File: config.mk
export PLATFORM = sky130hd
export DESIGN_NAME = dram_mux_ctrl
export DESIGN_NICKNAME = d
export VERILOG_FILES = /design/src/rtl/dram_mux_pkg.sv /design/src/rtl/dram_addr_split.sv /design/src/rtl/dram_refresh_sched.sv /design/src/rtl/dram_seq.sv /design/src/rtl/dram_mux_ctrl.sv
export SDC_FILE = /design/constraint.sdc
export NUM_CORES = 1
export LEC_CHECK = 0
export CAP_MARGIN = 10
export CORE_AREA = 2 2 89 91
export CTS_BUF_LIST = sky130_fd_sc_hd__clkbuf_4 sky130_fd_sc_hd__clkbuf_8 sky130_fd_sc_hd__clkbuf_16
export DETAILED_ROUTE_END_ITERATION = 12
export DIE_AREA = 0 0 91 93
export GPL_TIMING_DRIVEN = 0
export HOLD_SLACK_MARGIN = 0.05
export PLACE_DENSITY_LB_ADDON = 0.05
export SETUP_SLACK_MARGIN = 0.2
export SYNTH_ARGS = -nofsm -noshare
export SYNTH_HDL_FRONTEND = slang
export SYNTH_SLANG_ARGS = --single-unit
File: constraint.sdc
create_clock -name clk -period 6.25 [get_ports clk]
set_clock_uncertainty 0.05 [all_clocks]
set_input_delay 1.875 -clock clk [delete_from_list [all_inputs] [get_ports clk]]
set_output_delay 1.875 -clock clk [all_outputs]
set_load 0.05 [all_outputs]
File: src/rtl/dram_mux_pkg.sv
package dram_mux_pkg;
  typedef enum logic [2:0] {
    ST_IDLE = 3'd0,
    ST_ACT  = 3'd1,
    ST_COL  = 3'd2,
    ST_DONE = 3'd3,
    ST_REF  = 3'd4,
    ST_PRE  = 3'd5
  } seq_state_t;

  function automatic int max2(input int a, input int b);
    return (a > b) ? a : b;
  endfunction
endpackage

File: src/rtl/dram_addr_split.sv
module dram_addr_split #(
  parameter int ROW_W = 12,
  parameter int COL_W = 9,
  parameter int MUX_W = 12
) (
  input  logic [ROW_W+COL_W-1:0] addr,
  output logic [MUX_W-1:0]       row_bus,
  output logic [MUX_W-1:0]       col_bus
);
  always_comb begin
    row_bus = '0;
    col_bus = '0;
    row_bus[ROW_W-1:0] = addr[ROW_W+COL_W-1:COL_W];
    col_bus[COL_W-1:0] = addr[COL_W-1:0];
  end
endmodule

File: src/rtl/dram_refresh_sched.sv
module dram_refresh_sched #(
  parameter int ROW_W            = 12,
  parameter int MUX_W            = 12,
  parameter int REFRESH_INTERVAL = 2078
) (
  input  logic             clk,
  input  logic             rst,
  input  logic             grant,
  output logic             pending,
  output logic [MUX_W-1:0] row_bus
);
  localparam int TW = $clog2(REFRESH_INTERVAL + 1);
  localparam logic [TW-1:0] LAST = TW'(REFRESH_INTERVAL - 1);

  logic [TW-1:0]    tmr;
  logic [ROW_W-1:0] row_ctr;
  logic             tick;

  assign tick = (tmr == LAST);

  always_ff @(posedge clk) begin
    if (rst) begin
      tmr     <= '0;
      pending <= 1'b0;
      row_ctr <= '0;
    end else begin
      tmr     <= tick ? '0 : tmr + 1'b1;
      pending <= (pending & ~grant) | tick;
      if (grant) row_ctr <= row_ctr + 1'b1;
    end
  end

  always_comb begin
    row_bus = '0;
    row_bus[ROW_W-1:0] = row_ctr;
  end
endmodule

File: src/rtl/dram_seq.sv
module dram_seq
  import dram_mux_pkg::*;
#(
  parameter int MUX_W = 12,
  parameter int T_RCD = 2,
  parameter int T_CAS = 2,
  parameter int T_RAS = 3,
  parameter int T_RP  = 2
) (
  input  logic             clk,
  input  logic             rst,
  input  logic             req,
  input  logic             wr_en,
  input  logic             ref_pend,
  input  logic [MUX_W-1:0] row_in,
  input  logic [MUX_W-1:0] col_in,
  input  logic [MUX_W-1:0] ref_row,
  output logic             acc_grant,
  output logic             ref_grant,
  output logic             mem_done,
  output logic [MUX_W-1:0] mem_addr,
  output logic             ras_n,
  output logic             cas_n,
  output logic             mem_rw,
  output logic             cs_n
);
  localparam int TMAX = max2(max2(T_RCD, T_CAS), max2(T_RAS, T_RP));
  localparam int CW   = $clog2(TMAX + 1);

  seq_state_t       state, nxt;
  logic [CW-1:0]    cnt;
  logic [MUX_W-1:0] col_q;
  logic             strobe_on;

  always_comb begin
    nxt       = state;
    acc_grant = 1'b0;
    ref_grant = 1'b0;
    case (state)
      ST_IDLE: begin
        if (ref_pend) begin
          ref_grant = 1'b1;
          nxt       = ST_REF;
        end else if (req) begin
          acc_grant = 1'b1;
          nxt       = ST_ACT;
        end
      end
      ST_ACT:  if (cnt == CW'(T_RCD - 1)) nxt = ST_COL;
      ST_COL:  if (cnt == CW'(T_CAS - 1)) nxt = ST_DONE;
      ST_DONE: nxt = ST_PRE;
      ST_REF:  if (cnt == CW'(T_RAS - 1)) nxt = ST_PRE;
      ST_PRE:  if (cnt == CW'(T_RP - 1))  nxt = ST_IDLE;
      default: nxt = ST_IDLE;
    endcase
  end

  assign strobe_on = (nxt == ST_ACT) || (nxt == ST_COL) || (nxt == ST_REF);

  always_ff @(posedge clk) begin
    if (rst) begin
      state    <= ST_IDLE;
      cnt      <= '0;
      col_q    <= '0;
      mem_addr <= '0;
      ras_n    <= 1'b1;
      cas_n    <= 1'b1;
      cs_n     <= 1'b1;
      mem_rw   <= 1'b1;
      mem_done <= 1'b0;
    end else begin
      state    <= nxt;
      cnt      <= (nxt != state) ? '0 : cnt + 1'b1;
      ras_n    <= ~strobe_on;
      cs_n     <= ~strobe_on;
      cas_n    <= ~(nxt == ST_COL);
      mem_done <= (nxt == ST_DONE);
      if (acc_grant) begin
        mem_addr <= row_in;
        col_q    <= col_in;
        mem_rw   <= ~wr_en;
      end else if (ref_grant) begin
        mem_addr <= ref_row;
        mem_rw   <= 1'b1;
      end else if (state == ST_ACT && nxt == ST_COL) begin
        mem_addr <= col_q;
      end else if (nxt == ST_IDLE) begin
        mem_rw   <= 1'b1;
      end
    end
  end
endmodule

File: src/rtl/dram_mux_ctrl.sv
module dram_mux_ctrl
  import dram_mux_pkg::*;
#(
  parameter int ROW_W            = 12,
  parameter int COL_W            = 9,
  parameter int REFRESH_INTERVAL = 2078,
  parameter int T_RCD            = 2,
  parameter int T_CAS            = 2,
  parameter int T_RAS            = 3,
  parameter int T_RP             = 2,
  localparam int ADDR_W          = ROW_W + COL_W,
  localparam int MUX_W           = (ROW_W > COL_W) ? ROW_W : COL_W
) (
  input  logic              clk,
  input  logic              rst,
  input  logic              req,
  input  logic              wr_en,
  input  logic [ADDR_W-1:0] addr,
  output logic              mem_done,
  output logic [MUX_W-1:0]  mem_addr,
  output logic              ras_n,
  output logic              cas_n,
  output logic              mem_rw,
  output logic              cs_n
);
  logic [MUX_W-1:0] row_bus, col_bus, ref_row;
  logic             ref_pend, ref_grant, acc_grant;

  dram_addr_split #(.ROW_W(ROW_W), .COL_W(COL_W), .MUX_W(MUX_W)) u_split (
    .addr(addr), .row_bus(row_bus), .col_bus(col_bus)
  );

  dram_refresh_sched #(.ROW_W(ROW_W), .MUX_W(MUX_W),
                       .REFRESH_INTERVAL(REFRESH_INTERVAL)) u_refresh (
    .clk(clk), .rst(rst), .grant(ref_grant),
    .pending(ref_pend), .row_bus(ref_row)
  );

  dram_seq #(.MUX_W(MUX_W), .T_RCD(T_RCD), .T_CAS(T_CAS),
             .T_RAS(T_RAS), .T_RP(T_RP)) u_seq (
    .clk(clk), .rst(rst), .req(req), .wr_en(wr_en),
    .ref_pend(ref_pend), .row_in(row_bus), .col_in(col_bus),
    .ref_row(ref_row), .acc_grant(acc_grant), .ref_grant(ref_grant),
    .mem_done(mem_done), .mem_addr(mem_addr), .ras_n(ras_n),
    .cas_n(cas_n), .mem_rw(mem_rw), .cs_n(cs_n)
  );
endmodule

==> impl_metrics.ini, run 1 <==
[outcome]
outcome = finished, final reports clean

[die]
die_w_um = 91
start_util_pct = 32.8
die-area_um2 = 8460
dieHeight_um = 93
fp-row-count = 32
coreArea_um2 = 7530
boundaryPins = 42

[routing]
remaining_drc_errors = 0
firstDrtPassIters = 4
wl_per_cell_um = 14.2
vias = 2135
first_iter_violations = 82
viasPerCell = 4.87
wirelength_um = 6230
ant_nets = 0

[setup_path]
crit_slowest_cell = clkdlybuf4s50_1
critical_path_class = in2reg
ff2ff_setup_slack_ns = 4.07
cp.arrival_ns = 3.82
critPathLaunch = req
worstPathRequired_ns = 6.45
path_max_fanout = 10
crit_path_start_kind = input pin
crit_chain = clkdlybuf4s50_1, nand2b_1, nor2_1, clkbuf_1, nand2_1, a21oi_1
critical_path.max_stage_delay_ns = 0.59
cpLargestDelayFamily = buffers and inverters
cp_num_buf_inv = 2
r2r-end = u_refresh.tmr[11]$_SDFF_PP0_
cp-end-kind = register
worstReg2RegStart = u_refresh.tmr[8]$_SDFF_PP0_
endpoint = u_seq.col_q[0]$_SDFFE_PP0P_
cp_num_cells = 6
worstRegToRegCells = 5

[logic_synthesis]
syn_area_um2 = 2470
synth_edf_count = 0
ys_seq_area_share_pct = 44.6
synth_top_area_share_pct = 44.6
synth_area_leaders = dfxtp_1 45%, nor2_1 5.8%, nand2_1 5.3%, xnor2_1 3.9%, a21oi_1 3.5%
synth-xor-area-share_pct = 6.04
ys_ff_latch = 55
synth_top_family_by_area = simple AND/OR/NAND/NOR gates
synth_compound_area_share_pct = 15.7
synth_ff_type = dfxtp_1
synth-async-reset-ratio_pct = 0
synth_nets = 317
yosys.area.top_type = dfxtp_1
syn_avg_cell_area_um2 = 8.59
synth_cells = 287
ys_warn_count = 0
synth_fa_ha_area_share_pct = 2.54
synthDistinctLibCells = 49
synthMuxAreaShare_pct = 3.30
synth-simple-area-share_pct = 23.3

[clocking]
htreeDepth = 2
post_cts_buffers = 0
clk_pin_slew_ns = 0.10
cts_resized = 0
clockBufferDepth = 2
cts-buffers-inserted = 5
cts.sinks = 55
clkLatencyLatePin_ns = 0.32
cts_root_buf = clkbuf_8
cts_tree = done
cts-hold-fix-buffers = 0

[timing]
period_minus_slack_ns = 3.62
max_freq_mhz = 276
finalSetupTns_ns = 0
worstMarginPinSlew_ns = 0.623
finalHoldViolCount = 0
report.final.setup_viol = 0
rsz0062_at_grt = no
relSlewSlack_pct = 57.8
drv_slew = 0
layout_worst_path_cycle_share_pct = 57.9

[global_routing]
grt_pass1_wl_um = 10400
grt_pass1_vias = 2084
grt_max_degree = 17
antenna_found_initial = 0
track_usage_pct = 15.4
grt_overflow = 0

[power]
power_density_nw_per_um2 = 249
p_leak_nw = 1.08
peakVddDrop_mv = 0.108

[place]
dp_hpwl_um = 4550
io_buffer_count = 41
dp.cells = 431
place_congestion = 0.790

[run]
maxCapViolCount = 0

[cells_and_area]
nets = 366
fill_cells = 838
syn2layout_area_growth_pct = 25.4
diodes = 0
final_layout_size_suffix_gt1_share_pct = 4.76
finalNonFillerCells = 438
postLayoutCoreUtil_pct = 41.1

[worst_hold_path]
hp-class = reg2reg
[kinds of logic after synthesis]
kind of cell | Yosys count
AO/OA/AOI/OAI | 59
flip-flops | 55
multiplexers | 8
AND/OR/NAND/NOR | 120
adder cells (fa/ha/maj) | 5
buffers and inverters | 23
XOR/XNOR | 17
[worst min-delay path by stage]
| stage | from | depth (start not counted) | slack (ns) | end |
|---|---|---|---|---|
| 6_report | u_seq.cnt[0]$_SDFF_PP0_ | 1 | 0.40 | u_seq.cnt[0]$_SDFF_PP0_ |
| 5_1_grt | u_seq.cnt[0]$_SDFF_PP0_ | 1 | 0.43 | u_seq.cnt[0]$_SDFF_PP0_ |
| 4_1_cts | u_seq.cnt[0]$_SDFF_PP0_ | 1 | 0.41 | u_seq.cnt[0]$_SDFF_PP0_ |
| 3_5_place_dp | u_seq.cnt[0]$_SDFF_PP0_ | 1 | 0.39 | u_seq.cnt[0]$_SDFF_PP0_ |
| 3_3_place_gp | u_seq.cnt[0]$_SDFF_PP0_ | 1 | 0.38 | u_seq.cnt[0]$_SDFF_PP0_ |
| 2_1_floorplan | u_seq.cnt[0]$_SDFF_PP0_ | 1 | 0.37 | u_seq.cnt[0]$_SDFF_PP0_ |
[metal layers]
layer | track usage (%) | vias up | part of all wire [%]
li1 | - | 1112 | -
met1 | 19.5 | 985 | 47
met2 | 26.8 | 33 | 48
met3 | 2.90 | 5 | 3.1
met4 | 4.17 | 0 | 1.2
met5 | 0 | - | 0
[flip-flops by register name, indices dropped and copies added (netlist names)]
register           flops
u_refresh.row_bus     12
u_refresh.tmr         12
u_seq.mem_addr        12
u_seq.col_q            9
u_seq.state            3
u_seq.cnt              2
u_refresh.pending      1
u_seq.cas_n            1
u_seq.mem_done         1
u_seq.mem_rw           1
u_seq.ras_n            1
[area by class of cell]
class | instances | area (µm²) | share of cell area (%)
buffer | 16 | 83.8 | 2.71
clock buffer | 5 | 68.8 | 2.23
clock inverter | 2 | 13.8 | 0.445
inverter | 7 | 26.3 | 0.850
multi-input combinational | 209 | 1250 | 40.6
sequential | 55 | 1100 | 35.6
tap | 102 | 128 | 4.13
timing repair buffer | 42 | 415 | 13.4
[cell usage in the layout (no fill, tap or decap), types with 2 or more instances in the layout]
master and n:
nand3_1 7, and2_1 2, inv_1 7, xor2_1 6, or4_1 2, nand4_1 6
nand2_1 35, or3_1 4, buf_4 2, clkdlybuf4s50_1 41, and3_1 2, ha_1 5
nor3_1 7, xnor2_1 11, nor2_1 38, buf_6 2, mux2i_1 7, o22ai_1 7
nand2b_1 3, o21ai_0 10, nor4_1 2, a311oi_1 2, dfxtp_1 55, a222oi_1 3
a211oi_1 7, nor2b_1 3, a221o_1 2, buf_2 2, clkbuf_1 10, nor3b_1 2
a21oi_1 17, a22oi_1 2, clkbuf_8 5
[per-stage QoR]
step           instance area [µm²]  total power, mW  hold slack [ns]  setup WS, ns
5_1_grt                       3090            0.810            0.434          2.45
2_1_floorplan                 2470            0.512            0.367          3.11
4_1_cts                       3090            0.779            0.406          2.57
3_5_place_dp                  3010            0.581            0.389          2.23
3_3_place_gp                  3000            0.579            0.381          1.68
6_report                      3090            0.770            0.403          2.63
[Yosys cell counts (7+ instances only)]
library cell and n:
nor2_1 38, nand2_1 35, nor3_1 7, mux2i_1 7, o21ai_0 10, a21oi_1 17
nand3_1 7, clkbuf_1 10, o22ai_1 7, dfxtp_1 55, xnor2_1 11, inv_1 7
a211oi_1 7
[report_power, final]
group / leakage, nW / switching, mW / internal [mW]
Combinational: 0.586 / 0.114 / 0.0720
Sequential: 0.448 / 0.0135 / 0.372
Clock: 0.0440 / 0.122 / 0.0771
Total: 1.08 / 0.249 / 0.521
No activity file was read; power rests on OpenSTA's default activity.
==> inputs of run 2 (changes only) <==
==> constraint.sdc (replaced) <==
create_clock -name clk -period 3.1 [get_ports clk]
set_clock_uncertainty 0.05 [all_clocks]
set_input_delay 0.93 -clock clk [delete_from_list [all_inputs] [get_ports clk]]
set_output_delay 0.93 -clock clk [all_outputs]
set_load 0.05 [all_outputs]
==> results of run 2 <==
The final DEF is identical to that of run 1. Status: finished, final reports clean.
Among the figures that moved: setup slack after placement 2.23 ns -> 0.0299 ns; setup slack after layout 2.63 ns -> 0.425 ns; register-to-register setup slack 4.07 ns -> 0.92 ns; total power 0.770 mW -> 1.55 mW; worst IR drop on VDD 0.108 mV -> 0.218 mV
